**config.mk**
```make
export PLATFORM = sky130hd
export DESIGN_NAME = comp_cycle_sequencer
export DESIGN_NICKNAME = d
export VERILOG_FILES = /design/src/rtl/comp_seq_pkg.sv /design/src/rtl/comp_seq_datapath.sv /design/src/rtl/comp_seq_control.sv /design/src/rtl/comp_cycle_sequencer.sv
export SDC_FILE = /design/constraint.sdc
export NUM_CORES = 1
export LEC_CHECK = 0
export BUFFER_PORTS_ARGS = -buffer_cell sky130_fd_sc_hd__buf_4
export CAP_MARGIN = 20
export CORE_ASPECT_RATIO = 0.5
export CORE_MARGIN = 8
export CORE_UTILIZATION = 50
export CTS_BUF_LIST = sky130_fd_sc_hd__clkbuf_16
export DETAILED_ROUTE_END_ITERATION = 10
export PLACE_DENSITY = 0.72
export SYNTH_ARGS = -nofsm -noshare
export SYNTH_HDL_FRONTEND = slang
export SYNTH_SLANG_ARGS = --single-unit
```
**constraint.sdc**
```tcl
create_clock -name clk -period 7.5 [get_ports clk]
set_input_delay 0.375 -clock clk [delete_from_list [all_inputs] [get_ports clk]]
set_output_delay 0.375 -clock clk [all_outputs]
set_load 0.01 [all_outputs]
```
**src/rtl/comp_seq_pkg.sv**
```systemverilog
package comp_seq_pkg;
  typedef enum logic {SEQ_IDLE = 1'b0, SEQ_RUN = 1'b1} seqState_t;

  typedef struct packed {
    logic clearCnt;
    logic advance;
  } seqCtl_t;
endpackage

```
**src/rtl/comp_seq_datapath.sv**
```systemverilog
module comp_seq_datapath
  import comp_seq_pkg::*;
#(
  parameter int CNT_W = 16
) (
  input  logic             clk,
  input  logic             rstN,
  input  seqCtl_t          ctl,
  input  logic [CNT_W-1:0] cycleCount,
  output logic             lastStrobe
);
  localparam int CMP_W = CNT_W + 1;

  logic [CNT_W-1:0] cnt;
  logic [CMP_W-1:0] effN;
  logic [CMP_W-1:0] nextCnt;

  always_comb begin
    effN       = (cycleCount == '0) ? CMP_W'(1) : {1'b0, cycleCount};
    nextCnt    = {1'b0, cnt} + CMP_W'(1);
    lastStrobe = (nextCnt >= effN);
  end

  always_ff @(posedge clk) begin
    if (!rstN) begin
      cnt <= '0;
    end else if (ctl.clearCnt) begin
      cnt <= '0;
    end else if (ctl.advance) begin
      cnt <= lastStrobe ? '0 : nextCnt[CNT_W-1:0];
    end
  end

  AST_COUNT_RESTART: assert property (@(posedge clk) disable iff (!rstN)
    ctl.clearCnt |=> (cnt == '0));
  AST_COUNT_WRAP: assert property (@(posedge clk) disable iff (!rstN)
    (ctl.advance && lastStrobe && !ctl.clearCnt) |=> (cnt == '0));
endmodule

```
**src/rtl/comp_seq_control.sv**
```systemverilog
module comp_seq_control
  import comp_seq_pkg::*;
(
  input  logic    clk,
  input  logic    rstN,
  input  logic    convStrobe,
  input  logic    startCmd,
  input  logic    startContinuous,
  input  logic    lastStrobe,
  input  logic    clearDataReady,
  input  logic    irqEnable,
  output seqCtl_t ctl,
  output logic    updatePulse,
  output logic    dataReady,
  output logic    rmsValid,
  output logic    irq
);
  seqState_t state;
  logic      continuous;
  logic      haveOne;
  logic      cycleDone;

  always_comb begin
    ctl.clearCnt = startCmd;
    ctl.advance  = (state == SEQ_RUN) && convStrobe && !startCmd;
    cycleDone    = ctl.advance && lastStrobe;
    irq          = dataReady && irqEnable;
  end

  always_ff @(posedge clk) begin
    if (!rstN) begin
      state       <= SEQ_IDLE;
      continuous  <= 1'b0;
      haveOne     <= 1'b0;
      rmsValid    <= 1'b0;
      updatePulse <= 1'b0;
    end else begin
      updatePulse <= cycleDone;
      if (startCmd) begin
        state      <= SEQ_RUN;
        continuous <= startContinuous;
        haveOne    <= 1'b0;
        rmsValid   <= 1'b0;
      end else if (cycleDone) begin
        haveOne  <= 1'b1;
        rmsValid <= haveOne;
        if (!continuous) state <= SEQ_IDLE;
      end
    end
  end

  always_ff @(posedge clk) begin
    if (!rstN) begin
      dataReady <= 1'b0;
    end else if (cycleDone) begin
      dataReady <= 1'b1;
    end else if (clearDataReady) begin
      dataReady <= 1'b0;
    end
  end

  AST_UPDATE_NEEDS_RUN: assert property (@(posedge clk) disable iff (!rstN)
    updatePulse |-> $past(state == SEQ_RUN && convStrobe));
  AST_SINGLE_STOPS: assert property (@(posedge clk) disable iff (!rstN)
    (updatePulse && !continuous) |-> (state == SEQ_IDLE));
  AST_RMS_CLEARED_BY_START: assert property (@(posedge clk) disable iff (!rstN)
    startCmd |=> !rmsValid);
endmodule

```
**src/rtl/comp_cycle_sequencer.sv**
```systemverilog
module comp_cycle_sequencer
  import comp_seq_pkg::*;
#(
  parameter int CNT_W = 16
) (
  input  logic             clk,
  input  logic             rstN,
  input  logic             convStrobe,
  input  logic             startCmd,
  input  logic             startContinuous,
  input  logic [CNT_W-1:0] cycleCount,
  input  logic             irqEnable,
  input  logic             clearDataReady,
  output logic             updatePulse,
  output logic             dataReady,
  output logic             rmsValid,
  output logic             irq
);
  seqCtl_t ctl;
  logic    lastStrobe;

  comp_seq_control u_control (
    .clk             (clk),
    .rstN            (rstN),
    .convStrobe      (convStrobe),
    .startCmd        (startCmd),
    .startContinuous (startContinuous),
    .lastStrobe      (lastStrobe),
    .clearDataReady  (clearDataReady),
    .irqEnable       (irqEnable),
    .ctl             (ctl),
    .updatePulse     (updatePulse),
    .dataReady       (dataReady),
    .rmsValid        (rmsValid),
    .irq             (irq)
  );

  comp_seq_datapath #(.CNT_W(CNT_W)) u_datapath (
    .clk        (clk),
    .rstN       (rstN),
    .ctl        (ctl),
    .cycleCount (cycleCount),
    .lastStrobe (lastStrobe)
  );

  AST_DRDY_ONLY_ON_CYCLE: assert property (@(posedge clk) disable iff (!rstN)
    $rose(dataReady) |-> updatePulse);
  AST_IRQ_ON_UPDATE: assert property (@(posedge clk) disable iff (!rstN)
    (updatePulse && irqEnable) |-> irq);
  AST_UPDATE_SETS_DRDY: assert property (@(posedge clk) disable iff (!rstN)
    updatePulse |-> dataReady);
endmodule

```
==> results.sh, run 1 <==
export IMPL_r2r_setup_slack_ns=3.88
export IMPL_syn_avg_cell_area_sq_um=7.69
export IMPL_finalCritPeriodShare_pct=48.3
export IMPL_yosysSeqAreaShare_pct=24.9
export IMPL_synth_top_area_share_pct=24.9
export IMPL_slew_headroom_pct=64.2
export IMPL_p_per_area_mw_per_mm2=145
export IMPL_min_from="convStrobe"
export IMPL_clock_path_buffers=2
export IMPL_start_util_pct=51.8
export IMPL_post_cts_buffers=0
export IMPL_netlist_area_sq_mm=0.00177
export IMPL_synth_simple_area_share_pct=30.6
export IMPL_first_pass_iters=5
export IMPL_yosysMostFrequentCell="nand2_1"
export IMPL_htreeDepth=1
export IMPL_comb_power_share_pct=8.5
export IMPL_port_buffers=26
export IMPL_synth_flop_cell="dfxtp_1"
export IMPL_r2r_start="u_datapath.cnt[0]"
export IMPL_grt_pass1_wl_microns=6920
export IMPL_synthXorXnorAreaFrac_pct=6.44
export IMPL_status="complete, no violations"
export IMPL_route_antenna_remaining_nets=0
export IMPL_die_w_microns=100
export IMPL_fin_worst_skew_ns=0.00215
export IMPL_reg2reg_depth=12
export IMPL_synth_adder_area_share_pct=12.0
export IMPL_ys_warn_count=0
export IMPL_antenna_found_initial=0
export IMPL_ios=27
export IMPL_clockRootBuffer="clkbuf_16"
export IMPL_cap_violations=0
export IMPL_track_usage_pct=14.6
export IMPL_pwr_share_clk_pct=51.5
export IMPL_wl_per_cell_microns=13.9
export IMPL_use_met1_pct=20.8
export IMPL_synth_cells=230
export IMPL_dieArea_sq_mm=0.00581
export IMPL_wl_microns=4120
export IMPL_grt_met3_usage_pct=5.25
export IMPL_clkSinkCount=22
export IMPL_setup_viol=0
export IMPL_min_period_ns=3.62
export IMPL_setup_tns_final_ns=0
export IMPL_min_to="u_control.state"
export IMPL_slew_viol_final=0
export IMPL_switching_power_uw=59.2
export IMPL_busiest_layer="met1"
export IMPL_vias=1640
export IMPL_critPathKind="register to register"
export IMPL_hpwl_microns=3210
export IMPL_gr_total_overflow=0
export IMPL_power_share_sequential_pct=40.0
export IMPL_first_global_vias=1449
export IMPL_ys_top_cells_by_area="dfxtp_1 (25%), ha_1 (12%), nand2_1 (5.9%)"
export IMPL_yosysTopAreaCell="dfxtp_1"
export IMPL_n_antenna_cell=0
export IMPL_crit_path_start_kind="register"
export IMPL_postCtsResizedCells=0
export IMPL_vias_per_cell=5.54
export IMPL_synth_top_family_by_area="simple AND/OR/NAND/NOR gates"
export IMPL_use_met2_pct=19.9
export IMPL_rows=15
export IMPL_drtIter0Drc=151
export IMPL_final_area_sq_mm=0.00204
export IMPL_fmax_mhz=276
export IMPL_cts_hold_buf=0
export IMPL_hold_violations=0
export IMPL_arrival_ns=3.81
export IMPL_grt_setup_unrepaired="no"
export IMPL_p_int_uw=236
export IMPL_synth_cell_types=45
export IMPL_fin_total_pwr_uw=295
export IMPL_grt_max_degree=23
export IMPL_final_nets=286
export IMPL_clk_pin_slew_worst_paths_ns=0.06
export IMPL_worstHoldPathType="input pin to register"
export IMPL_regToRegEndpoint="u_control.rmsValid"
export IMPL_tightest_slew_ns=0.533
export IMPL_synth_mux_area_share_pct=1.13
export IMPL_finalHoldWorstSlack_ns=0.303
export IMPL_post_route_util_pct=59.6
export IMPL_leakagePower_uw=0.000878
export IMPL_die_y_microns=58.0
export IMPL_synth_compound_area_share_pct=15.2
export IMPL_gp_congestion=0.842
export IMPL_syn2layout_area_growth_pct=15.1
export IMPL_synth_edf_count=0
export IMPL_clk_insertion_delay_late_ns=0.26
export IMPL_synth_nets=270
export IMPL_cts_tree="done"
export IMPL_crit_path_start="u_datapath.cnt[0]"
export IMPL_cp_end_kind="register"
export IMPL_crit_required_ns=7.69
export IMPL_post_route_drc_count=0
export IMPL_numCtsBuffers=3
export IMPL_peakVddDrop_mv=0.133
export IMPL_drive_gt1_share_pct=16.3
export IMPL_postPlaceCellArea_sq_mm=0.00193
export IMPL_synth_commonest_cells="nand2_1 (28), dfxtp_1 (22), nand3_1 (21), inv_1 (20), ha_1 (17)"
export IMPL_async_flop_share_pct=0
export IMPL_ys_ff_latch=22
export IMPL_p_sw_share_pct=20.0
export IMPL_min_path_cells=2
export IMPL_coreArea_sq_mm=0.00342
export IMPL_cp_max_fo=21
critical path: stages (launching register included):
cell and delay, ns:
dfxtp_1 0.44, ha_1 0.27, and3_1 0.33, nand3_4 0.14, o21a_1 0.23, or2_2 0.29, ha_1 0.30, nand3_1 0.08
or3_1 0.39, o41a_1 0.44, o211a_4 0.24, a21oi_4 0.21, mux2i_1 0.19
stage by stage:
stage,setup slack [ns],std cells
2_1_floorplan,4.22,230
3_3_place_gp,3.99,292
3_5_place_dp,3.89,292
4_1_cts,3.89,296
5_1_grt,3.65,296
6_report,3.88,296
cell usage in the layout (no fill, tap or decap), drive strengths merged, types with 4 or more instances in the layout:
master	n
o21ai	4
nand2	29
nor3	7
ha	17
buf	26
a31oi	8
nor4	6
xnor2	8
xor2	5
inv	20
nand4	11
nand3	22
a21oi	13
nor2	8
dfxtp	22
final cells by class:
cell class              count  area (sq um)
clock inverters             1          30.0
clock buffers               3          75.1
fillers                   334          1380
multi-input cells         173          1160
flip-flops and latches     22           440
inverters                  20          75.1
repair buffers             26           195
well taps                  51          63.8
flip-flops by register name, indices dropped and copies added, names as in the netlist:
register,flops
u_control.dataReady,1
u_control.updatePulse,1
u_control.state,1
u_datapath.cnt,16
u_control.continuous,1
u_control.haveOne,1
u_control.rmsValid,1
worst max-delay path by stage:
| stage | to | cells after the start |
|---|---|---|
| 6_report | u_control.rmsValid | 12 |
| 5_1_grt | u_control.rmsValid | 13 |
| 4_1_cts | u_control.rmsValid | 12 |
| 3_5_place_dp | u_control.rmsValid | 12 |
| 3_3_place_gp | u_control.rmsValid | 12 |
| 2_1_floorplan | u_datapath.cnt[7] | 14 |
logic make-up (layout without fill, tap and decap cells):
logic type      Yosys count  in the layout
compound gates           39             39
xor+xnor                 13             13
fa+ha+maj                17             17
buf+inv                  35             50
flops                    22             22
mux                       2              2
simple gates            102            102
power by group through the flow:
stage               clock network (uW)  logic, uW  registers [uW]
floorplan                            0       12.1             121
global placement                     0       24.3             121
detailed placement                   0       24.9             121
CTS                                154       25.1             118
global route                       160       28.5             118
finish                             152       25.0             118
layer usage:
metal  wire (microns)  up-vias
li1                 -      847
met1             2130      731
met2             1570       58
met3              388        4
met4               23        0
met5                0        -
Note: power is estimated with default switching activity, not from simulation.
==> run 2: changes to the inputs <==
- clock period: 7.5 -> 3.5 ns (I/O delays scaled with it)
==> results.sh, run 2 (synthesis results as in run 1) <==
export IMPL_numCtsBuffers=3
export IMPL_clkSinkCount=22
export IMPL_drtIter0Drc=173
export IMPL_cap_violations=0
export IMPL_cts_tree="done"
export IMPL_worst_path_largest_cell_delay_ns=0.41
export IMPL_wl_per_cell_microns=14.6
export IMPL_peakVddDrop_mv=0.229
export IMPL_start_util_pct=51.8
export IMPL_setup_viol=0
export IMPL_final_cell_mix="buf_4 (36), nand2_1 (28), nand3_1 (21)"
export IMPL_die_w_microns=100
export IMPL_status="complete, no violations"
export IMPL_regMostFlops="u_datapath.cnt"
export IMPL_fill_cells=299
export IMPL_wl_microns=4500
export IMPL_clk_insertion_delay_late_ns=0.25
export IMPL_clockRootBuffer="clkbuf_16"
export IMPL_setup_tns_final_ns=0
export IMPL_die_y_microns=58.0
export IMPL_syn2layout_area_growth_pct=19.7
export IMPL_first_pass_iters=5
export IMPL_rows=15
export IMPL_final_nets=297
export IMPL_track_usage_pct=15.7
export IMPL_fmax_mhz=303
export IMPL_worstHoldPathType="input pin to register"
export IMPL_first_global_vias=1593
export IMPL_hpwl_microns=3370
export IMPL_arrival_ns=3.49
export IMPL_slew_viol_final=0
export IMPL_grt_max_degree=23
export IMPL_cp_max_fo=11
export IMPL_critPathTopFamily="simple AND/OR/NAND/NOR gates"
export IMPL_worst_path_buf_inv=0
export IMPL_largest_register_ffs=16
export IMPL_finalCritPeriodShare_pct=94.4
export IMPL_p_per_area_mw_per_mm2=260
export IMPL_tightest_slew_ns=0.566
export IMPL_cp_end_kind="register"
export IMPL_dieArea_sq_mm=0.00581
export IMPL_clock_path_buffers=2
export IMPL_crit_required_ns=3.69
export IMPL_drive_gt1_share_pct=21.9
export IMPL_slew_headroom_pct=62.2
export IMPL_min_period_ns=3.31
export IMPL_post_route_util_pct=61.9
export IMPL_gr_total_overflow=0
export IMPL_htreeDepth=1
export IMPL_fin_worst_skew_ns=0.00378
export IMPL_grt_met3_usage_pct=4.89
export IMPL_ios=27
export IMPL_antenna_found_initial=0
export IMPL_port_buffers=26
export IMPL_grt_pass1_wl_microns=7430
export IMPL_critPathSlowestCell="or3_1"
export IMPL_critPathKind="register to register"
export IMPL_use_met2_pct=23.2
export IMPL_path_cells="and3_1, and3_4, nand3_4, o21a_1, or2_2, ha_1, nand3_1, or3_1, o41a_1, o211a_4, a21oi_4, mux2i_1"
export IMPL_leakagePower_uw=0.000920
export IMPL_cts_hold_buf=0
export IMPL_gp_congestion=0.867
export IMPL_use_met1_pct=21.8
export IMPL_post_route_drc_count=0
export IMPL_final_common_cell="buf_4"
export IMPL_vias=1743
export IMPL_n_antenna_cell=0
export IMPL_grt_setup_unrepaired="no"
export IMPL_busiest_layer="met2"
export IMPL_coreArea_sq_mm=0.00342
export IMPL_hold_violations=0
export IMPL_vias_per_cell=5.68
export IMPL_route_antenna_remaining_nets=0
export IMPL_crit_path_start_kind="register"
export IMPL_clk_pin_slew_worst_paths_ns=0.06
-- run 2: path summary, 6_finish.rpt --
path	startpoint	end	slack (ns)	cells after the start
setup / recovery	u_datapath.cnt[2]	u_control.rmsValid	0.19	12
hold / removal	convStrobe	u_control.state	0.11	2
setup reg to reg	u_datapath.cnt[2]	u_control.rmsValid	0.19	12
hold reg to reg	u_control.rmsValid	u_control.rmsValid	0.47	2
-- run 2: routing by layer --
| layer | up-vias | wire length, microns |
|---|---|---|
| met5 | - | 0 |
| met4 | 0 | 29 |
| met3 | 4 | 516 |
| met2 | 69 | 1810 |
| met1 | 803 | 2140 |
| li1 | 867 | - |
-- run 2: power by group --
group | internal (uW) | switching, uW
registers | 252 | 0.842
clock network | 152 | 90.2
logic | 27.1 | 28.0
total | 432 | 119
-- run 2: timing repair --
action / CTS / global route
setup endpoints to repair: 0 / 21
setup buffers: 0 / 0
resized for setup: 0 / 7
-- run 2: final cells by class --
type                    instances  area, sq um  area share, %
clock inverters                 1         3.75          0.177
inverters                      20         75.1           3.55
multi-input cells             174         1180           56.0
flip-flops and latches         22          443           20.9
well taps                      51         63.8           3.02
clock buffers                   3         75.1           3.55
repair buffers                 36          270           12.8
-- run 2: per-stage QoR --
step | std cells | area, sq um | hold WS, ns | total power (uW) | setup slack (ns)
floorplan | 230 | 1770 | 0.275 | 285 | 0.217
global placement | 302 | 2010 | 0.366 | 312 | 0.180
detailed placement | 302 | 2010 | 0.380 | 313 | 0.0656
CTS | 306 | 2080 | 0.114 | 554 | 0.0619
global route | 307 | 2120 | 0.121 | 573 | 0.0795
finish | 307 | 2120 | 0.112 | 551 | 0.195
